===== src/rtl/i2s_rx_pkg.sv =====
`timescale 1ns/1ps
package i2s_rx_pkg;

  typedef enum logic [1:0] {
    FMT_STD   = 2'd0,
    FMT_LEFT  = 2'd1,
    FMT_RIGHT = 2'd2
  } fmt_e;

  // One-hot format select: bit 0 wins, then bit 1, anything else is MSB-at-edge
  function automatic fmt_e fmt_of(logic [2:0] sel);
    if (sel[0]) return FMT_STD;
    if (sel[1]) return FMT_RIGHT;
    return FMT_LEFT;
  endfunction

  function automatic int unsigned res_width(logic [2:0] code, int unsigned cap);
    int unsigned w;
    case (code)
      3'd1:    w = 12;
      3'd2:    w = 16;
      3'd3:    w = 20;
      3'd4:    w = 24;
      default: w = 32;
    endcase
    return (w > cap) ? cap : w;
  endfunction

endpackage


===== src/rtl/i2s_rx_deser.sv =====
`timescale 1ns/1ps
module i2s_rx_deser
  import i2s_rx_pkg::*;
#(
  parameter int SW = 32
) (
  input  logic          clk,
  input  logic          rst_n,
  input  logic          cap_en,
  input  logic          sck_tick,
  input  logic          ws_in,
  input  logic          sd_in,
  input  logic [2:0]    res_sel,
  input  logic [2:0]    fmt_sel,
  output logic          push,
  output logic [SW-1:0] push_l,
  output logic [SW-1:0] push_r
);
  localparam int CW = $clog2(SW + 1);

  fmt_e          fm;
  logic [CW-1:0] nres;
  logic [SW-1:0] rmask;
  logic          ws_q, started, have_l;
  logic [SW-1:0] acc, acc_sh, hold_l, fin_word;
  logic [CW-1:0] cnt, cnt_sh;
  logic          take, ws_edge, fin_ok;

  assign fm   = fmt_of(fmt_sel);
  assign nres = CW'(res_width(res_sel, SW));

  always_comb begin
    for (int i = 0; i < SW; i++) rmask[i] = (CW'(i) < nres);
  end

  // LSB-at-edge keeps a sliding window; the other formats stop after nres bits
  assign take     = (fm == FMT_RIGHT) || (cnt < nres);
  assign acc_sh   = take ? ({acc[SW-2:0], sd_in} & rmask) : acc;
  assign cnt_sh   = (cnt < nres) ? cnt + CW'(1) : cnt;
  assign ws_edge  = sck_tick && cap_en && (ws_in != ws_q);
  // Classic format: the bit on the edge strobe still belongs to the old slot
  assign fin_word = (fm == FMT_STD) ? acc_sh : acc;
  assign fin_ok   = ws_edge && started;

  assign push   = fin_ok && ws_q && have_l;
  assign push_l = hold_l;
  assign push_r = fin_word;

  always_ff @(posedge clk or negedge rst_n) begin
    if (!rst_n) begin
      ws_q    <= 1'b0;
      started <= 1'b0;
      have_l  <= 1'b0;
      acc     <= '0;
      cnt     <= '0;
      hold_l  <= '0;
    end else begin
      if (sck_tick) ws_q <= ws_in;
      if (!cap_en) begin
        started <= 1'b0;
        have_l  <= 1'b0;
        acc     <= '0;
        cnt     <= '0;
      end else if (sck_tick) begin
        if (ws_in != ws_q) begin
          started <= 1'b1;
          if (started) begin
            if (!ws_q) begin
              hold_l <= fin_word;
              have_l <= 1'b1;
            end else begin
              have_l <= 1'b0;
            end
          end
          if (fm == FMT_STD) begin
            acc <= '0;
            cnt <= '0;
          end else begin
            acc <= {{(SW-1){1'b0}}, sd_in};
            cnt <= CW'(1);
          end
        end else begin
          acc <= acc_sh;
          cnt <= cnt_sh;
        end
      end
    end
  end

endmodule


===== src/rtl/i2s_rx_pairq.sv =====
`timescale 1ns/1ps
module i2s_rx_pairq #(
  parameter int W     = 64,
  parameter int DEPTH = 16
) (
  input  logic                         clk,
  input  logic                         rst_n,
  input  logic                         flush,
  input  logic                         wr_v,
  input  logic [W-1:0]                 wr_d,
  input  logic                         rd_ready,
  output logic                         rd_v,
  output logic [W-1:0]                 rd_d,
  output logic [$clog2(DEPTH+1)-1:0]   fill,
  output logic                         drop
);
  localparam int AW   = (DEPTH > 1) ? $clog2(DEPTH) : 1;
  localparam int CNTW = $clog2(DEPTH + 1);

  logic [AW-1:0]   wptr, rptr;
  logic [CNTW-1:0] cnt;
  logic            full, pop, accept;
  logic [W-1:0]    slot_bus [DEPTH];

  function automatic logic [AW-1:0] nxt(logic [AW-1:0] p);
    return (p == AW'(DEPTH - 1)) ? '0 : p + AW'(1);
  endfunction

  assign full   = (cnt == CNTW'(DEPTH));
  assign pop    = rd_ready && (cnt != '0);
  assign accept = wr_v && (!full || pop) && !flush;
  assign drop   = wr_v && full && !pop && !flush;

  for (genvar g = 0; g < DEPTH; g++) begin : g_slot
    logic [W-1:0] slot_q;
    always_ff @(posedge clk) begin
      if (accept && wptr == AW'(g)) slot_q <= wr_d;
    end
    assign slot_bus[g] = slot_q;
  end

  always_ff @(posedge clk or negedge rst_n) begin
    if (!rst_n) begin
      wptr <= '0;
      rptr <= '0;
      cnt  <= '0;
    end else if (flush) begin
      wptr <= '0;
      rptr <= '0;
      cnt  <= '0;
    end else begin
      if (accept) wptr <= nxt(wptr);
      if (pop)    rptr <= nxt(rptr);
      cnt <= cnt + CNTW'(accept) - CNTW'(pop);
    end
  end

  assign rd_v = (cnt != '0);
  assign rd_d = slot_bus[rptr];
  assign fill = cnt;

endmodule


===== src/rtl/i2s_rx_flags.sv =====
`timescale 1ns/1ps
module i2s_rx_flags #(
  parameter int CNTW = 5,
  parameter int TW   = 4
) (
  input  logic            clk,
  input  logic            rst_n,
  input  logic [CNTW-1:0] fill,
  input  logic [TW-1:0]   trig,
  input  logic            drop,
  input  logic            ovr_rd,
  input  logic [1:0]      mask,
  output logic [1:0]      status,
  output logic            irq
);
  logic ovr_q;

  // A drop in the same cycle as the read keeps the flag set
  always_ff @(posedge clk or negedge rst_n) begin
    if (!rst_n)      ovr_q <= 1'b0;
    else if (drop)   ovr_q <= 1'b1;
    else if (ovr_rd) ovr_q <= 1'b0;
  end

  assign status = {ovr_q, (fill > CNTW'(trig))};
  assign irq    = |(status & ~mask);

endmodule


===== src/rtl/i2s_rx_lane.sv =====
`timescale 1ns/1ps
module i2s_rx_lane
  import i2s_rx_pkg::*;
#(
  parameter  int DEPTH = 16,
  parameter  int SW    = 32,
  localparam int TW    = $clog2(DEPTH)
) (
  input  logic          clk,
  input  logic          rst_n,
  input  logic          sck_tick,
  input  logic          ws_in,
  input  logic          sd_in,
  input  logic          blk_rx_en,
  input  logic          lane_en,
  input  logic [2:0]    res_sel,
  input  logic [2:0]    fmt_sel,
  input  logic [TW-1:0] trig_sel,
  input  logic          flush_lane,
  input  logic          flush_all,
  output logic          out_valid,
  input  logic          out_ready,
  output logic [SW-1:0] out_left,
  output logic [SW-1:0] out_right,
  input  logic          ovr_rd,
  input  logic [1:0]    irq_mask,
  output logic [1:0]    status,
  output logic          irq
);
  localparam int CNTW = $clog2(DEPTH + 1);

  logic            cap_en, flush_any;
  logic            w_push, w_drop;
  logic [SW-1:0]   w_l, w_r;
  logic [2*SW-1:0] w_head;
  logic [CNTW-1:0] w_fill;

  assign cap_en    = blk_rx_en & lane_en;
  assign flush_any = flush_lane | flush_all;

  i2s_rx_deser #(.SW(SW)) u_deser (
    .clk      (clk),
    .rst_n    (rst_n),
    .cap_en   (cap_en),
    .sck_tick (sck_tick),
    .ws_in    (ws_in),
    .sd_in    (sd_in),
    .res_sel  (res_sel),
    .fmt_sel  (fmt_sel),
    .push     (w_push),
    .push_l   (w_l),
    .push_r   (w_r)
  );

  i2s_rx_pairq #(.W(2*SW), .DEPTH(DEPTH)) u_queue (
    .clk      (clk),
    .rst_n    (rst_n),
    .flush    (flush_any),
    .wr_v     (w_push),
    .wr_d     ({w_l, w_r}),
    .rd_ready (out_ready),
    .rd_v     (out_valid),
    .rd_d     (w_head),
    .fill     (w_fill),
    .drop     (w_drop)
  );

  i2s_rx_flags #(.CNTW(CNTW), .TW(TW)) u_flags (
    .clk    (clk),
    .rst_n  (rst_n),
    .fill   (w_fill),
    .trig   (trig_sel),
    .drop   (w_drop),
    .ovr_rd (ovr_rd),
    .mask   (irq_mask),
    .status (status),
    .irq    (irq)
  );

  assign out_left  = w_head[2*SW-1:SW];
  assign out_right = w_head[SW-1:0];

endmodule


===== config.mk =====
export PLATFORM = sky130hd
export DESIGN_NAME = i2s_rx_lane
export DESIGN_NICKNAME = d
export VERILOG_FILES = /design/src/rtl/i2s_rx_pkg.sv /design/src/rtl/i2s_rx_deser.sv /design/src/rtl/i2s_rx_pairq.sv /design/src/rtl/i2s_rx_flags.sv /design/src/rtl/i2s_rx_lane.sv
export SDC_FILE = /design/constraint.sdc
export NUM_CORES = 1
export LEC_CHECK = 0
export ABC_AREA = 1
export BUFFER_PORTS_ARGS = -buffer_cell sky130_fd_sc_hd__buf_4
export CAP_MARGIN = 20
export CORE_MARGIN = 1.5
export CORE_UTILIZATION = 52
export CTS_CLUSTER_DIAMETER = 200
export DETAILED_ROUTE_END_ITERATION = 8
export PLACE_DENSITY = 0.74
export SLEW_MARGIN = 20
export SYNTH_ARGS = -nofsm -noshare
export SYNTH_HDL_FRONTEND = slang
export SYNTH_SLANG_ARGS = --single-unit

===== constraint.sdc =====
create_clock -name clk -period 4.25 [get_ports clk]
set_clock_uncertainty 0.05 [all_clocks]
set_input_delay 0 -clock clk [delete_from_list [all_inputs] [get_ports clk]]
set_output_delay 0 -clock clk [all_outputs]
set_load 0.05 [all_outputs]

Word-level counts from Yosys, hierarchy flattened. Cells that the tools add are included.

Register bits after elaboration: 1111. Word-level logic and storage cells: 184.

$add $sub $neg: 5. Order comparisons: 36. Equal/unequal tests: 27. Multiplexer cells: 40. Bitwise gates (word level): 7. Reductions and logical operators: 43.

Operators with widths (number): $bmux W64 S4 (1); $mux W32 (5); $mux W64 (2); $lt A5 B6 Y1 const A (16); $lt A4 B6 Y1 const A (8); $eq A4 B4 Y1 const B (9); $and A32 B32 Y32 (1); $mux W6 (5); $logic_and A1 B1 Y1 (27); $lt A3 B6 Y1 const A (4); $mux W4 (6); $pmux W6 S4 (1); $eq A4 B3 Y1 const B (4); $mux W1 (15); $lt A1 B6 Y1 const A (2); $lt A2 B6 Y1 const A (2); $add A4 B1 Y4 const B (2); $eq A4 B2 Y1 const B (2); $mux W2 (4); $add A6 B1 Y6 const B (1); $eq A3 B2 Y1 const B (2); $gt A6 B6 Y1 const B (1); $lt A6 B6 Y1 (1); $ne A2 B2 Y1 const B (3); other kinds (28) (34).

Longest topological paths before layout.
Word-level depth: 11. Mapped depth: 16. Depth with buffers taken out: 16.

Modules after synthesis. A second synthesis with hierarchy kept.

Cells, all modules: 5125. Area, all modules: 49686.4 um^2.

Modules (own cells, without submodules): i2s_rx_pairq (times used 1, cells an instance 4503, area an instance 45247.1 um^2, sequential area each 31074.8 um^2); i2s_rx_deser (times used 1, cells an instance 587, area an instance 4226.6 um^2, sequential area each 1826.8 um^2); i2s_rx_flags (times used 1, cells an instance 30, area an instance 193.9 um^2, sequential area each 25.0 um^2); i2s_rx_lane (times used 1, cells an instance 5, area an instance 18.8 um^2, sequential area each 0.0 um^2).

Worst setup path after synthesis. OpenSTA, ideal clock, no wires.

Kind: flip-flop to flip-flop. Start: register u_queue.cnt[2], in the netlist u_queue.fill[2]. End: register u_queue.g_slot[11].slot_q[0] (enable). Setup time: 0.487 ns. Data arrival time: 4.028 ns. Path slack: -0.315 ns. Cell stages (with the launch flop): 8. Buffers on the path: 0. Clock period less this slack: 4.565 ns. Cells stage by stage: dfrtp_1 inv_1 ha_1 nand3_1 nor3_1 nor4_1 nand3_1 nor2_1.

Cells in the longest elaborated chain, start to end: 6. Elaborated cells on any way between the ends: 8. Those cells by class: eq/ne: 1; reduce/logical: 7.

RTL lines: from (decl) (RTL line i2s_rx_pairq.sv:21) `logic [CNTW-1:0] cnt;`; from (signal assigned) (RTL line i2s_rx_pairq.sv:54) `cnt <= cnt + CNTW'(accept) - CNTW'(pop);`; $eq A5 B5 Y1 or $reduce_bool A5 Y1 (tied branches) (RTL line i2s_rx_pairq.sv:29, i2s_rx_pairq.sv:30); $logic_not A1 Y1 or $logic_and A1 B1 Y1 (tied branches) (RTL line i2s_rx_pairq.sv:31, i2s_rx_pairq.sv:30); $logic_or A1 B1 Y1 (*) (RTL line i2s_rx_pairq.sv:31) `assign accept = wr_v && (!full || pop) && !flush;`; $logic_and A1 B1 Y1 (*) (2 in a row) (RTL line i2s_rx_pairq.sv:31); $logic_and A1 B1 Y1 (*) (RTL line i2s_rx_pairq.sv:37) `if (accept && wptr == AW'(g)) slot_q <= wr_d;`; to (signal assigned) (RTL line i2s_rx_pairq.sv:37); to (decl) (RTL line i2s_rx_pairq.sv:35) `logic [W-1:0] slot_q;`.

Every way passes the cells marked *; elsewhere a longest branch is shown, timed or not. A chain may end at the register's enable or synchronous reset.

Worst setup path after layout.
Start: input port res_sel[1]. End: register u_deser.acc[0].

Cells in the longest elaborated chain, start to end: 10. Elaborated cells on any way between the ends: 15. Those cells by class: order compare: 3; eq/ne: 4; mux: 6; bitwise: 1; reduce/logical: 1.

RTL lines: from (decl) (RTL line i2s_rx_lane.sv:16) `input logic [2:0] res_sel,`; $eq A3 B3 Y1 (tied with other cells) (RTL line i2s_rx_pkg.sv:19) `case (code)`; $pmux W6 S4 (*) (RTL line i2s_rx_pkg.sv:19); $gt A6 B6 Y1 (RTL line i2s_rx_pkg.sv:26) `return (w > cap) ? cap : w;`; $mux W6 (*) (RTL line i2s_rx_pkg.sv:26); $lt A1 B6 Y1 or $lt A6 B6 Y1 (tied branches) (RTL line i2s_rx_deser.sv:33, i2s_rx_deser.sv:37); $and A32 B32 Y32 or $logic_or A1 B1 Y1 (tied branches) (RTL line i2s_rx_deser.sv:38, i2s_rx_deser.sv:37); $mux W32 (*) (RTL line i2s_rx_deser.sv:38) `assign acc_sh = take ? ({acc[SW-2:0], sd_in} & rmask) : acc;`; $mux W32 (*) (RTL line i2s_rx_deser.sv:65) `if (ws_in != ws_q) begin`; $mux W32 (*) (RTL line i2s_rx_deser.sv:64) `end else if (sck_tick) begin`; $mux W32 (*) (RTL line i2s_rx_deser.sv:59) `if (!cap_en) begin`; to (signal assigned) (RTL line i2s_rx_deser.sv:79) `acc <= {{(SW-1){1'b0}}, sd_in};`; to (signal assigned) (RTL line i2s_rx_deser.sv:83) `acc <= acc_sh;`; to (decl) (RTL line i2s_rx_deser.sv:25) `logic [SW-1:0] acc, acc_sh, hold_l, fin_word;`.

Every way passes the cells marked *; elsewhere a longest branch is shown, timed or not. The select of a mux whose other input is x is not followed.

==> results.json <==
{
  "use_met3_pct": 4.38,
  "root_buffer": "clkbuf_16",
  "use_met2_pct": 40.5,
  "cts_setup_buffers": 0,
  "timing.setup.tns_ps": 0,
  "crit_arrival_ps": 4150,
  "seqCellArea_um2": 32900,
  "ir_drop_uv": 377,
  "row_count": 107,
  "worst_pin_slew_ps": 1360,
  "cp.required_ps": 4770,
  "grt_start_max_net_pins": 239,
  "ctsResizeCount": 0,
  "io_buffers": 89,
  "worstSetupStartpointType": "input port",
  "die_area_um2": 87300,
  "grt-busiest-layer": "met2",
  "wl_per_cell_um": 22.7,
  "drive_above_1_share_pct": 9.82,
  "h-tree-depth": 3,
  "p_total_mw": 23.7,
  "antenna_found_initial": 3,
  "synth-edff-count": 1024,
  "max_stage_delay_ps": 580,
  "p_per_area_nw_per_um2": 473,
  "critPathKind": "in -> reg",
  "rsz0062_at_grt": "false",
  "setup_violations": 0,
  "clock_sinks": 1111,
  "critical_path.slowest_cell": "dlygate4sd3_1",
  "crit_path_max_fanout": 17,
  "core_area_um2": 85000,
  "path_cells": "dlygate4sd3_1, buf_4, inv_1, nand3_1, nand2_1, ha_1, a21oi_1, nand2_2, nand2_1, buf_4, nand2_1, nand3_1, dlygate4sd3_1, a21oi_1, dlygate4sd3_1",
  "ys_seq_area_share_pct": 74.0,
  "vias_per_cell": 6.01,
  "overflow": 0,
  "syn_nets": 3555,
  "initial_utilization_pct": 52.3,
  "cts_tree": "done",
  "drt_wl_total_um": 109000,
  "grt.met1_usage_pct": 33.9,
  "ant_nets": 0,
  "timing.final.crit_share_pct": 85.6,
  "track_usage_pct": 24.8,
  "n_fill_cell": 6375,
  "timing.final.ws_setup_ps": 612,
  "hp-class": "in -> reg",
  "async_reset_ff_share_pct": 7.83,
  "path_clk_slew_ps": 70,
  "vias": 28900,
  "slew_headroom_pct": 9.58,
  "cts_max_path_buffers": 3,
  "period_minus_slack_ps": 3640,
  "syn-instance-count": 3512,
  "hpwlAfterDp_um": 56300,
  "drv_cap": 0,
  "drt_iter0_markers": 3577,
  "cts_buffers": 106,
  "drc": 0,
  "yosysWarnings": 0,
  "synth_ff_type": "edfxtp_1",
  "die_h_um": 296,
  "dieWidth_um": 296,
  "ys_types": 37,
  "cp_top_family": "buffers and inverters",
  "status": "completed",
  "grt_pass1_wl_um": 163000,
  "avgSynthCellArea_um2": 12.7,
  "clock.fmax_mhz": 275,
  "hold_violations": 0,
  "fin_nets": 3612,
  "ios": 91,
  "slew_viol_final": 0,
  "clk_latency_ps": 690,
  "ys_ff_latch": 1111,
  "area_growth_pct": 12.8,
  "end_kind": "register",
  "p_leak_nw": 17.2,
  "multi_input_area_um2": 10400,
  "preCtsSetupSlack_ps": 970,
  "crit_buf_inv": 6,
  "grt_pass1_vias": 27700,
  "drtPass1Iterations": 6,
  "syn_area_um2": 44500,
  "gp_congestion": 0.909
}
-- timing repair --
item	CTS	global route
endpoints found under the hold margin	135	0
endpoints found under the setup margin	0	0
hold buffers	24	0
-- tightest hold or removal path: cells and delay by family --
kind,cells,cell delay (ps)
buffers and inverters,2,380
AOI/OAI and AO/OA,1,60
and+or+nand+nor,4,320
-- cells in the mapped netlist, types with 7 or more instances --
master    instances  share of area [%]
inv_1            67               0.57
nand2_1         357                3.0
o211ai_1         33               0.56
buf_1            12               0.10
o22ai_1         161                2.3
buf_4             8               0.13
nand3_1         208                2.3
clkbuf_1        168                1.4
and2_1           43               0.60
buf_2            44               0.49
o221ai_1         95                1.9
nor2_1          561                4.7
edfxtp_1       1024                 69
nor3_1            7              0.079
a21oi_1          10               0.11
dfrtp_1          87                4.9
or2_2            11               0.15
ha_1             19               0.53
o21ai_0         556                6.3
-- logic make-up after synthesis --
kind of cell | Yosys count | synth area share, %
adders and majority gates | 20 | 0.579
buffers and inverters | 307 | 2.83
DFF | 1111 | 74.0
xor gates and xnor gates | 9 | 0.194
and+or+nand+nor | 1200 | 11.2
AOI/OAI and AO/OA | 865 | 11.2
-- routing by layer --
layer	up-vias	routed length, um	part of all wire, %
met3	167	10000	9.2
li1	13000	-	-
met1	14200	43500	40
met2	1435	52800	48
met4	4	2700	2.5
met5	-	17	0.016
-- layout by cell type, fill, tap and decap left out, types with 2 or more instances in the layout --
cell type / synthesis / layout
inv_1: 67 / 64
nor3_1: 7 / 7
nand2_1: 357 / 357
buf_4: 8 / 140
o221ai_1: 95 / 95
a211oi_1: 2 / 2
dlygate4sd3_1: 0 / 23
clkinv_1: 1 / 28
inv_16: 0 / 2
inv_2: 4 / 4
nor2_2: 1 / 2
clkbuf_16: 0 / 107
clkinvlp_4: 0 / 3
xor2_1: 4 / 4
clkinv_2: 0 / 22
o211ai_1: 33 / 33
nor2_1: 561 / 543
o21ai_1: 6 / 6
buf_12: 0 / 20
nand4_1: 2 / 2
bufinv_16: 0 / 9
o21ai_0: 556 / 556
ha_1: 19 / 19
xnor2_1: 4 / 4
nor2_4: 2 / 19
nand3_1: 208 / 208
or2_2: 11 / 11
a21oi_1: 10 / 10
o22ai_1: 161 / 161
clkbuf_1: 168 / 21
and2_1: 43 / 43
nand2_4: 4 / 4
clkinv_8: 0 / 3
dfrtp_4: 0 / 3
edfxtp_1: 1024 / 1024
nand2_2: 2 / 2
dfrtp_1: 87 / 84
inv_6: 0 / 2
-- area by class of cell --
type | count | area share (%)
repair buffers | 184 | 3.41
well taps | 1144 | 2.85
clock buffers | 128 | 5.49
diodes | 1 | 0.00499
multi-input cells | 2094 | 20.8
inverters | 72 | 0.568
flip-flops and latches | 1111 | 65.6
clock inverters | 67 | 1.25
-- stage by stage --
stage          instance area, um2  hold WS, ps  cells  util (%)
6_report                    50200         77.9   4801      59.0
5_1_grt                     50200          120   4801      59.0
4_1_cts                     50200         28.2   4800      59.0
3_5_place_dp                46500          146   4581      54.8
3_3_place_gp                46500          137   4580      54.7
2_1_floorplan               44500         -346   3512         -
-- registers in the layout (all words and copies together) (netlist names) --
name / cells
u_deser.cnt: 6
u_deser.started: 1
u_deser.ws_q: 1
u_queue.g_slot.slot_q: 1024
u_deser.have_l: 1
u_queue.rptr: 4
u_flags.ovr_q: 1
u_deser.push_l: 32
u_deser.acc: 32
u_queue.wptr: 4
u_queue.fill: 5
-- path summary, 6_finish.rpt --
check,slack [ps],cells after the start,start,endpoint
max in group asynchronous,3370,4,rst_n,u_deser.push_l[5]
setup / recovery,610,15,res_sel[1],u_deser.acc[0]
hold / removal,80,7,fmt_sel[1],u_deser.acc[22]
min in group asynchronous,190,3,rst_n,u_deser.acc[28]
setup reg to reg,940,12,u_deser.cnt[3],u_deser.acc[0]
hold reg to reg,460,2,u_deser.have_l,u_deser.have_l
-- power by group --
| part | switching [mW] | total [mW] | internal, mW |
|---|---|---|---|
| logic | 1.65 | 2.28 | 0.636 |
| registers | 0.192 | 12.3 | 12.1 |
| clock network | 3.99 | 9.17 | 5.18 |
Note: power is estimated with default switching activity, not from simulation.
